<file path="src/rtl/csr_pkg.sv">
package csr_pkg;
  localparam int NUM_REGS = 4;
  localparam int NUM_SRC  = 2;
  localparam int CTRL_W   = 3;
  typedef enum logic [1:0] {
    REG_CTRL = 2'd0,
    REG_ISTS = 2'd1,
    REG_IMSK = 2'd2,
    REG_DBG  = 2'd3
  } reg_idx_e;
endpackage

</file>
<file path="src/rtl/csr_decode.sv">
module csr_decode #(
  parameter int ADDR_W = 8,
  parameter int NREG   = 4
) (
  input  logic [ADDR_W-1:0] addr,
  output logic [NREG-1:0]   hit,
  output logic              miss
);
  localparam int IDX_W = ADDR_W - 2;
  logic aligned;
  assign aligned = (addr[1:0] == 2'b00);
  for (genvar i = 0; i < NREG; i++) begin : g_hit
    assign hit[i] = aligned && (addr[ADDR_W-1:2] == IDX_W'(i));
  end
  assign miss = (hit == '0);
endmodule

</file>
<file path="src/rtl/csr_ctrl.sv">
module csr_ctrl #(
  parameter int          W   = 3,
  parameter logic [W-1:0] RST = 3'b101
) (
  input  logic         clk,
  input  logic         rst_n,
  input  logic         we,
  input  logic [W-1:0] wdata,
  output logic [W-1:0] ctrl_q
);
  logic [W-1:0] ctrl_d;
  always_comb begin
    ctrl_d = ctrl_q;
    if (we) ctrl_d = wdata;
  end
  always_ff @(posedge clk or negedge rst_n) begin
    if (!rst_n) ctrl_q <= RST;
    else        ctrl_q <= ctrl_d;
  end
  a_r2_ctrl_hold: assert property (@(posedge clk) disable iff (!rst_n)
    !we |=> $stable(ctrl_q));
  a_r2_ctrl_load: assert property (@(posedge clk) disable iff (!rst_n)
    we |=> (ctrl_q == $past(wdata)));
endmodule

</file>
<file path="src/rtl/csr_irq.sv">
module csr_irq #(
  parameter int N = 2
) (
  input  logic         clk,
  input  logic         rst_n,
  input  logic [N-1:0] set,
  input  logic         sts_we,
  input  logic         msk_we,
  input  logic [N-1:0] wdata,
  output logic [N-1:0] sts_q,
  output logic [N-1:0] msk_q,
  output logic         irq_q
);
  logic [N-1:0] sts_d, msk_d;
  logic         irq_d;

  for (genvar i = 0; i < N; i++) begin : g_src
    always_comb begin
      sts_d[i] = sts_q[i];
      if (sts_we && wdata[i]) sts_d[i] = 1'b0;
      if (set[i])             sts_d[i] = 1'b1;
    end
    a_r6_set_wins: assert property (@(posedge clk) disable iff (!rst_n)
      set[i] |=> sts_q[i]);
    a_r5_w1c_clear: assert property (@(posedge clk) disable iff (!rst_n)
      (sts_we && wdata[i] && !set[i]) |=> !sts_q[i]);
    a_r5_w0_keep: assert property (@(posedge clk) disable iff (!rst_n)
      (sts_q[i] && !(sts_we && wdata[i])) |=> sts_q[i]);
  end

  always_comb begin
    msk_d = msk_q;
    if (msk_we) msk_d = wdata;
    irq_d = |(sts_q & msk_q);
  end

  always_ff @(posedge clk or negedge rst_n) begin
    if (!rst_n) begin
      sts_q <= '0;
      msk_q <= '0;
      irq_q <= 1'b0;
    end else begin
      sts_q <= sts_d;
      msk_q <= msk_d;
      irq_q <= irq_d;
    end
  end

  a_r8_irq_quiet: assert property (@(posedge clk) disable iff (!rst_n)
    ((sts_q & msk_q) == '0) |=> !irq_q);
  a_r8_irq_raise: assert property (@(posedge clk) disable iff (!rst_n)
    ((sts_q & msk_q) != '0) |=> irq_q);
endmodule

</file>
<file path="src/rtl/csr_dbg.sv">
module csr_dbg #(
  parameter int N = 2
) (
  input  logic         clk,
  input  logic         rst_n,
  input  logic [N-1:0] resp,
  output logic [N-1:0] dbg_q
);
  always_ff @(posedge clk or negedge rst_n) begin
    if (!rst_n) dbg_q <= '0;
    else        dbg_q <= resp;
  end
  a_r9_dbg_track: assert property (@(posedge clk) disable iff (!rst_n)
    $stable(resp) |=> $stable(dbg_q) || (dbg_q == resp));
endmodule

</file>
<file path="src/rtl/csr_block.sv">
module csr_block
  import csr_pkg::*;
#(
  parameter int                 DATA_W   = 32,
  parameter int                 ADDR_W   = 8,
  parameter logic [CTRL_W-1:0]  CTRL_RST = 3'b101
) (
  input  logic              clk,
  input  logic              rst_n,
  input  logic              acc_en_i,
  input  logic              acc_wr_i,
  input  logic [ADDR_W-1:0] acc_addr_i,
  input  logic [DATA_W-1:0] acc_wdata_i,
  output logic [DATA_W-1:0] acc_rdata_o,
  input  logic              err_wr_set_i,
  input  logic              err_rd_set_i,
  input  logic              resp_wr_i,
  input  logic              resp_rd_i,
  output logic              irq_o,
  output logic              mod_en_o,
  output logic              dbg_en_o,
  output logic              par_en_o
);
  logic [NUM_REGS-1:0] hit;
  logic                miss;
  logic                wr_acc, rd_acc;
  logic [CTRL_W-1:0]   ctrl_q;
  logic [NUM_SRC-1:0]  sts_q, msk_q, dbg_q;
  logic [DATA_W-1:0]   rdata_d, rdata_q;
  logic                unused_wdata;

  assign unused_wdata = ^acc_wdata_i[DATA_W-1:CTRL_W];
  assign wr_acc = acc_en_i && acc_wr_i;
  assign rd_acc = acc_en_i && !acc_wr_i;

  csr_decode #(.ADDR_W(ADDR_W), .NREG(NUM_REGS)) u_dec (
    .addr(acc_addr_i), .hit(hit), .miss(miss)
  );

  csr_ctrl #(.W(CTRL_W), .RST(CTRL_RST)) u_ctrl (
    .clk(clk), .rst_n(rst_n),
    .we(wr_acc && hit[REG_CTRL]),
    .wdata(acc_wdata_i[CTRL_W-1:0]),
    .ctrl_q(ctrl_q)
  );

  csr_irq #(.N(NUM_SRC)) u_irq (
    .clk(clk), .rst_n(rst_n),
    .set({err_rd_set_i, err_wr_set_i}),
    .sts_we(wr_acc && hit[REG_ISTS]),
    .msk_we(wr_acc && hit[REG_IMSK]),
    .wdata(acc_wdata_i[NUM_SRC-1:0]),
    .sts_q(sts_q), .msk_q(msk_q), .irq_q(irq_o)
  );

  csr_dbg #(.N(NUM_SRC)) u_dbg (
    .clk(clk), .rst_n(rst_n),
    .resp({resp_rd_i, resp_wr_i}),
    .dbg_q(dbg_q)
  );

  always_comb begin
    rdata_d = '0;
    unique case (1'b1)
      hit[REG_CTRL]: rdata_d[CTRL_W-1:0]  = ctrl_q;
      hit[REG_ISTS]: rdata_d[NUM_SRC-1:0] = sts_q;
      hit[REG_IMSK]: rdata_d[NUM_SRC-1:0] = msk_q;
      hit[REG_DBG]:  rdata_d[NUM_SRC-1:0] = dbg_q;
      default:       rdata_d = '0;
    endcase
  end

  always_ff @(posedge clk or negedge rst_n) begin
    if (!rst_n)      rdata_q <= '0;
    else if (rd_acc) rdata_q <= rdata_d;
  end

  assign acc_rdata_o = rdata_q;
  assign mod_en_o    = ctrl_q[0];
  assign dbg_en_o    = ctrl_q[1];
  assign par_en_o    = ctrl_q[2];

  a_r10_miss_reads_zero: assert property (@(posedge clk) disable iff (!rst_n)
    (rd_acc && miss) |=> (acc_rdata_o == '0));
  a_r10_miss_no_write: assert property (@(posedge clk) disable iff (!rst_n)
    (wr_acc && miss && !err_wr_set_i && !err_rd_set_i) |=>
      ($stable(ctrl_q) && $stable(sts_q) && $stable(msk_q)));
  a_r11_rdata_hold: assert property (@(posedge clk) disable iff (!rst_n)
    !rd_acc |=> $stable(acc_rdata_o));
  a_r3_reserved_zero: assert property (@(posedge clk) disable iff (!rst_n)
    rd_acc |=> (acc_rdata_o[DATA_W-1:CTRL_W] == '0));
endmodule

</file>
<file path="config.mk">
export PLATFORM = sky130hd
export DESIGN_NAME = csr_block
export DESIGN_NICKNAME = d
export VERILOG_FILES = /design/src/rtl/csr_pkg.sv /design/src/rtl/csr_decode.sv /design/src/rtl/csr_ctrl.sv /design/src/rtl/csr_irq.sv /design/src/rtl/csr_dbg.sv /design/src/rtl/csr_block.sv
export SDC_FILE = /design/constraint.sdc
export NUM_CORES = 1
export LEC_CHECK = 0
export BUFFER_PORTS_ARGS = -buffer_cell sky130_fd_sc_hd__buf_2
export CAP_MARGIN = 20
export CORE_MARGIN = 3
export CORE_UTILIZATION = 37
export DETAILED_ROUTE_END_ITERATION = 8
export PLACE_DENSITY = 0.84
export REMOVE_ABC_BUFFERS = 1
export SLEW_MARGIN = 25
export SYNTH_ARGS = -nofsm -noshare
export SYNTH_HDL_FRONTEND = slang
export SYNTH_SLANG_ARGS = --single-unit
</file>
<file path="constraint.sdc">
create_clock -name clk -period 2.87 [get_ports clk]
set_input_delay 0.1435 -clock clk [delete_from_list [all_inputs] [get_ports clk]]
set_output_delay 0.1435 -clock clk [all_outputs]
set_load 0.05 [all_outputs]
</file>
==> impl.org <==
** Setup path
- Max Fanout on Critical Path :: 4
- Sort of element at the end of the critical path :: flop
- Endpoint arrival time on the critical path :: 1.64 ns
- STA classifies the critical path startpoint as an input pin.
- Worst Path Class, Setup :: input pin to flop
- Required time reported for the critical path endpoint :: 3.02 ns

** Placed design
- In this run the tool buffered the top-level ports with 25 buffer cells.
- Final estimated routing congestion in global placement :: 0.823
- The HPWL after detailed placement is 1.26 mm.

** Layout
- 0 antenna diodes ended up in the layout.
- Total area of multi-input combinational cells :: 374 µm²
- Area growth from synthesis to final layout :: 12.6%
- FF+latch area :: 328 µm²
- Filler cells :: 206
- At the end of the flow, the number of nets in the layout was 151.
- The library cell used most frequently in the layout, excluding fill and tap cells, is conb_1.
- Commonest cells after routing, fill and taps aside :: conb_1, buf_2, dfrtp_1
- Of the cells placed in the final design, the portion with a size suffix greater than 1 is between 30% and 40%.
- Measured on the finished design, the core utilization comes to 45.4%.

** Floorplan
- The floorplan step set the die height to 52.9 µm.
- Placeable core region :: between 0.002 and 0.0025 mm²
- Number of ports placed on the die boundary :: between 80 and 90
- Std-Cell Rows :: 16
- Die width :: 52.9 µm
- Die area :: 0.00280 mm²
- Starting utilization of the core area :: about two fifths

** Clocking
- Maximum buffer depth of the clock tree :: 2
- TritonCTS built the clock tree.
- For this design, the sink count on the clock tree is 13.
- Clock latency at the later pin of the worst-skew pair :: 0.26 ns
- CTS Buf Count :: 3
- Buffers added to address setup during post-CTS repair amount to 0.
- CTS placed an instance of clkbuf_4 at the clock tree root.
- CTS HTree Levels :: 1
- Clock edge transition at the registers on the reported setup and hold paths :: 0.08 ns

** Timing
- Final count of pins violating max slew :: 0
- Derived from the worst setup path, the maximum achievable clock frequency is 675 MHz.
- Final Hold Viols :: 0
- Worst-margin pin slew :: 0.505 ns
- Tmin final :: 1.48 ns
- Unrepaired setup endpoints after global routing :: no
- Setup_tns :: 0 ns
- Setup Viol. Count Final :: 0
- On the final layout, the worst clock skew is 0.00126 ns.
- Period Utilization, post-route :: 51.6%
- Normalized max-slew margin :: around two thirds

** Drt
- Number of optimization iterations in the first detailed-route pass :: 4
- Iter 0 DRT Violations :: 4
- The detail route stage leaves a number of antenna-violating nets equal to 0.
- Summing over every cut layer, the via total after detailed routing is approximately 540.
- Overall routed net length :: ~1.5 mm
- Avg WL per Cell :: 11.3 µm
- DR vias/cell :: 4.15
- Remaining DRCs :: 0

** Global route
- Total gr overflow :: 0
- The first global-routing pass estimated 2.10 mm of wire.
- Overall fraction of global-route tracks in use :: roughly a tenth
- Initial antenna violation count :: 0
- Via count of the first global-routing pass :: 513
- Largest net degree at the start of global routing :: 14

** Synth
- Each instance of the synthesized netlist takes up on average approximately 11 µm².
- Post-Syn Instances :: 71
- Synth Cell Area :: 815 µm²
- Synth Register Bits :: 13
- Counting flops with a built-in enable in the synthesized netlist gives 0.
- In this run, distinct cell masters in the synthesized netlist total 17.
- Of all flip-flops after synthesis, the portion carrying an async set or reset was 100%.
- In the synthesized netlist the dominant register cell turns out to be dfrtp_1.
- Ys Warns :: 0
- For this run, the register share of the synthesized area comes to 40.2%.

** Power and ir drop
- IR analysis of the VDD net gives a maximum drop of roughly 270 µV.
- In this run the static leakage power is 0.000482 µW.
- For this design the ratio of total power to cell area is 466 mW/mm².

** Outcome
- Run status :: completed

** Run
- Max-cap violation count :: 0

** Worst hold path
- Path type of the worst min-delay path :: input pin to flop
[worst max-delay path, stage by stage]
cell and delay [ns]:
buf_2 0.10, or4_4 0.55, or4_4 0.54, mux2_4 0.31
[through the flow]
stage / worst slack [ns] / instances / hold WS, ns / instance area (µm²) / total power, µW
after global placement: 1.12 / 122 / 0.0283 / 861 / 317
after floorplan: 1.24 / 70 / -0.152 / 702 / 294
after global routing: 1.36 / 129 / 0.103 / 917 / 450
after CTS: 1.39 / 129 / 0.104 / 917 / 431
after detailed placement: 1.11 / 122 / 0.0396 / 861 / 319
final: 1.39 / 129 / 0.110 / 917 / 428
[power breakdown]
| group | internal, µW | switching (µW) | total (µW) | leakage, µW |
|---|---|---|---|---|
| clock network | 53.6 | 54.7 | 108 | 0.0000150 |
| registers | 188 | 2.18 | 190 | 0.000159 |
| logic | 21.5 | 108 | 129 | 0.000308 |
[timing repair]
| action | 4_1_cts | 5_1_grt |
|---|---|---|
| hold endpoints to repair | 13 | 0 |
| hold buffers | 3 | 0 |
| resized for setup | 0 | 0 |
[per-layer routing]
layer | part of all wire, % | GRT usage (%) | wire length (µm)
met5 | 0 | 0 | 0
met4 | 0 | 2.55 | 0
met3 | 10 | 2.54 | 146
met2 | 54 | 20.2 | 781
met1 | 36 | 10.7 | 528
[synthesized netlist by cell type, types with 2 or more instances]
cell type   n  area [µm²]
a21oi_1     2        10.0
a22o_1      4        35.0
buf_4      29         218
dfrtp_1    11         275
dfstp_2     2        52.6
mux2_2      2        22.5
mux2_4      3        45.0
mux4_2      2        45.0
nand4_1     2        12.5
nor2_1      4        15.0
nor4_1      2        12.5
or4_4       3        33.8
[registers in the layout, indices dropped and copies added (netlist names)]
register	count
u_irq.sts_q	2
u_dbg.dbg_q	2
u_irq.irq_q	1
u_ctrl.ctrl_q	3
u_irq.msk_q	2
acc_rdata_o	3
[cell families after synthesis]
family	Yosys count	synth area share, %
AND/OR/NAND/NOR	15	13.2
multiplexers	7	13.8
AO/OA/AOI/OAI	6	5.53
other	1	0.460
buffers and inverters	29	26.7
flip-flops	13	40.2
[worst paths after layout]
| check | from | endpoint | slack (ns) | cells past startpoint |
|---|---|---|---|---|
| hold reg to reg | acc_rdata_o[2] | acc_rdata_o[2] | 0.50 | 1 |
| setup reg to reg | u_irq.sts_q[0] | acc_rdata_o[0] | 1.69 | 2 |
| setup / recovery | acc_addr_i[5] | u_ctrl.ctrl_q[1] | 1.39 | 4 |
| min in group asynchronous | rst_n | u_irq.irq_q | 0.28 | 2 |
| hold / removal | acc_wdata_i[2] | u_ctrl.ctrl_q[2] | 0.11 | 2 |
| max in group asynchronous | rst_n | u_ctrl.ctrl_q[2] | 2.31 | 2 |
[cell type report]
type	instances	area share (%)
Multi-Input combinational cell	57	40.8
Tap cell	27	3.68
Sequential cell	13	35.7
Clock buffer	4	2.86
Timing Repair Buffer	28	16.9
Power figures use the tool's default switching activity.
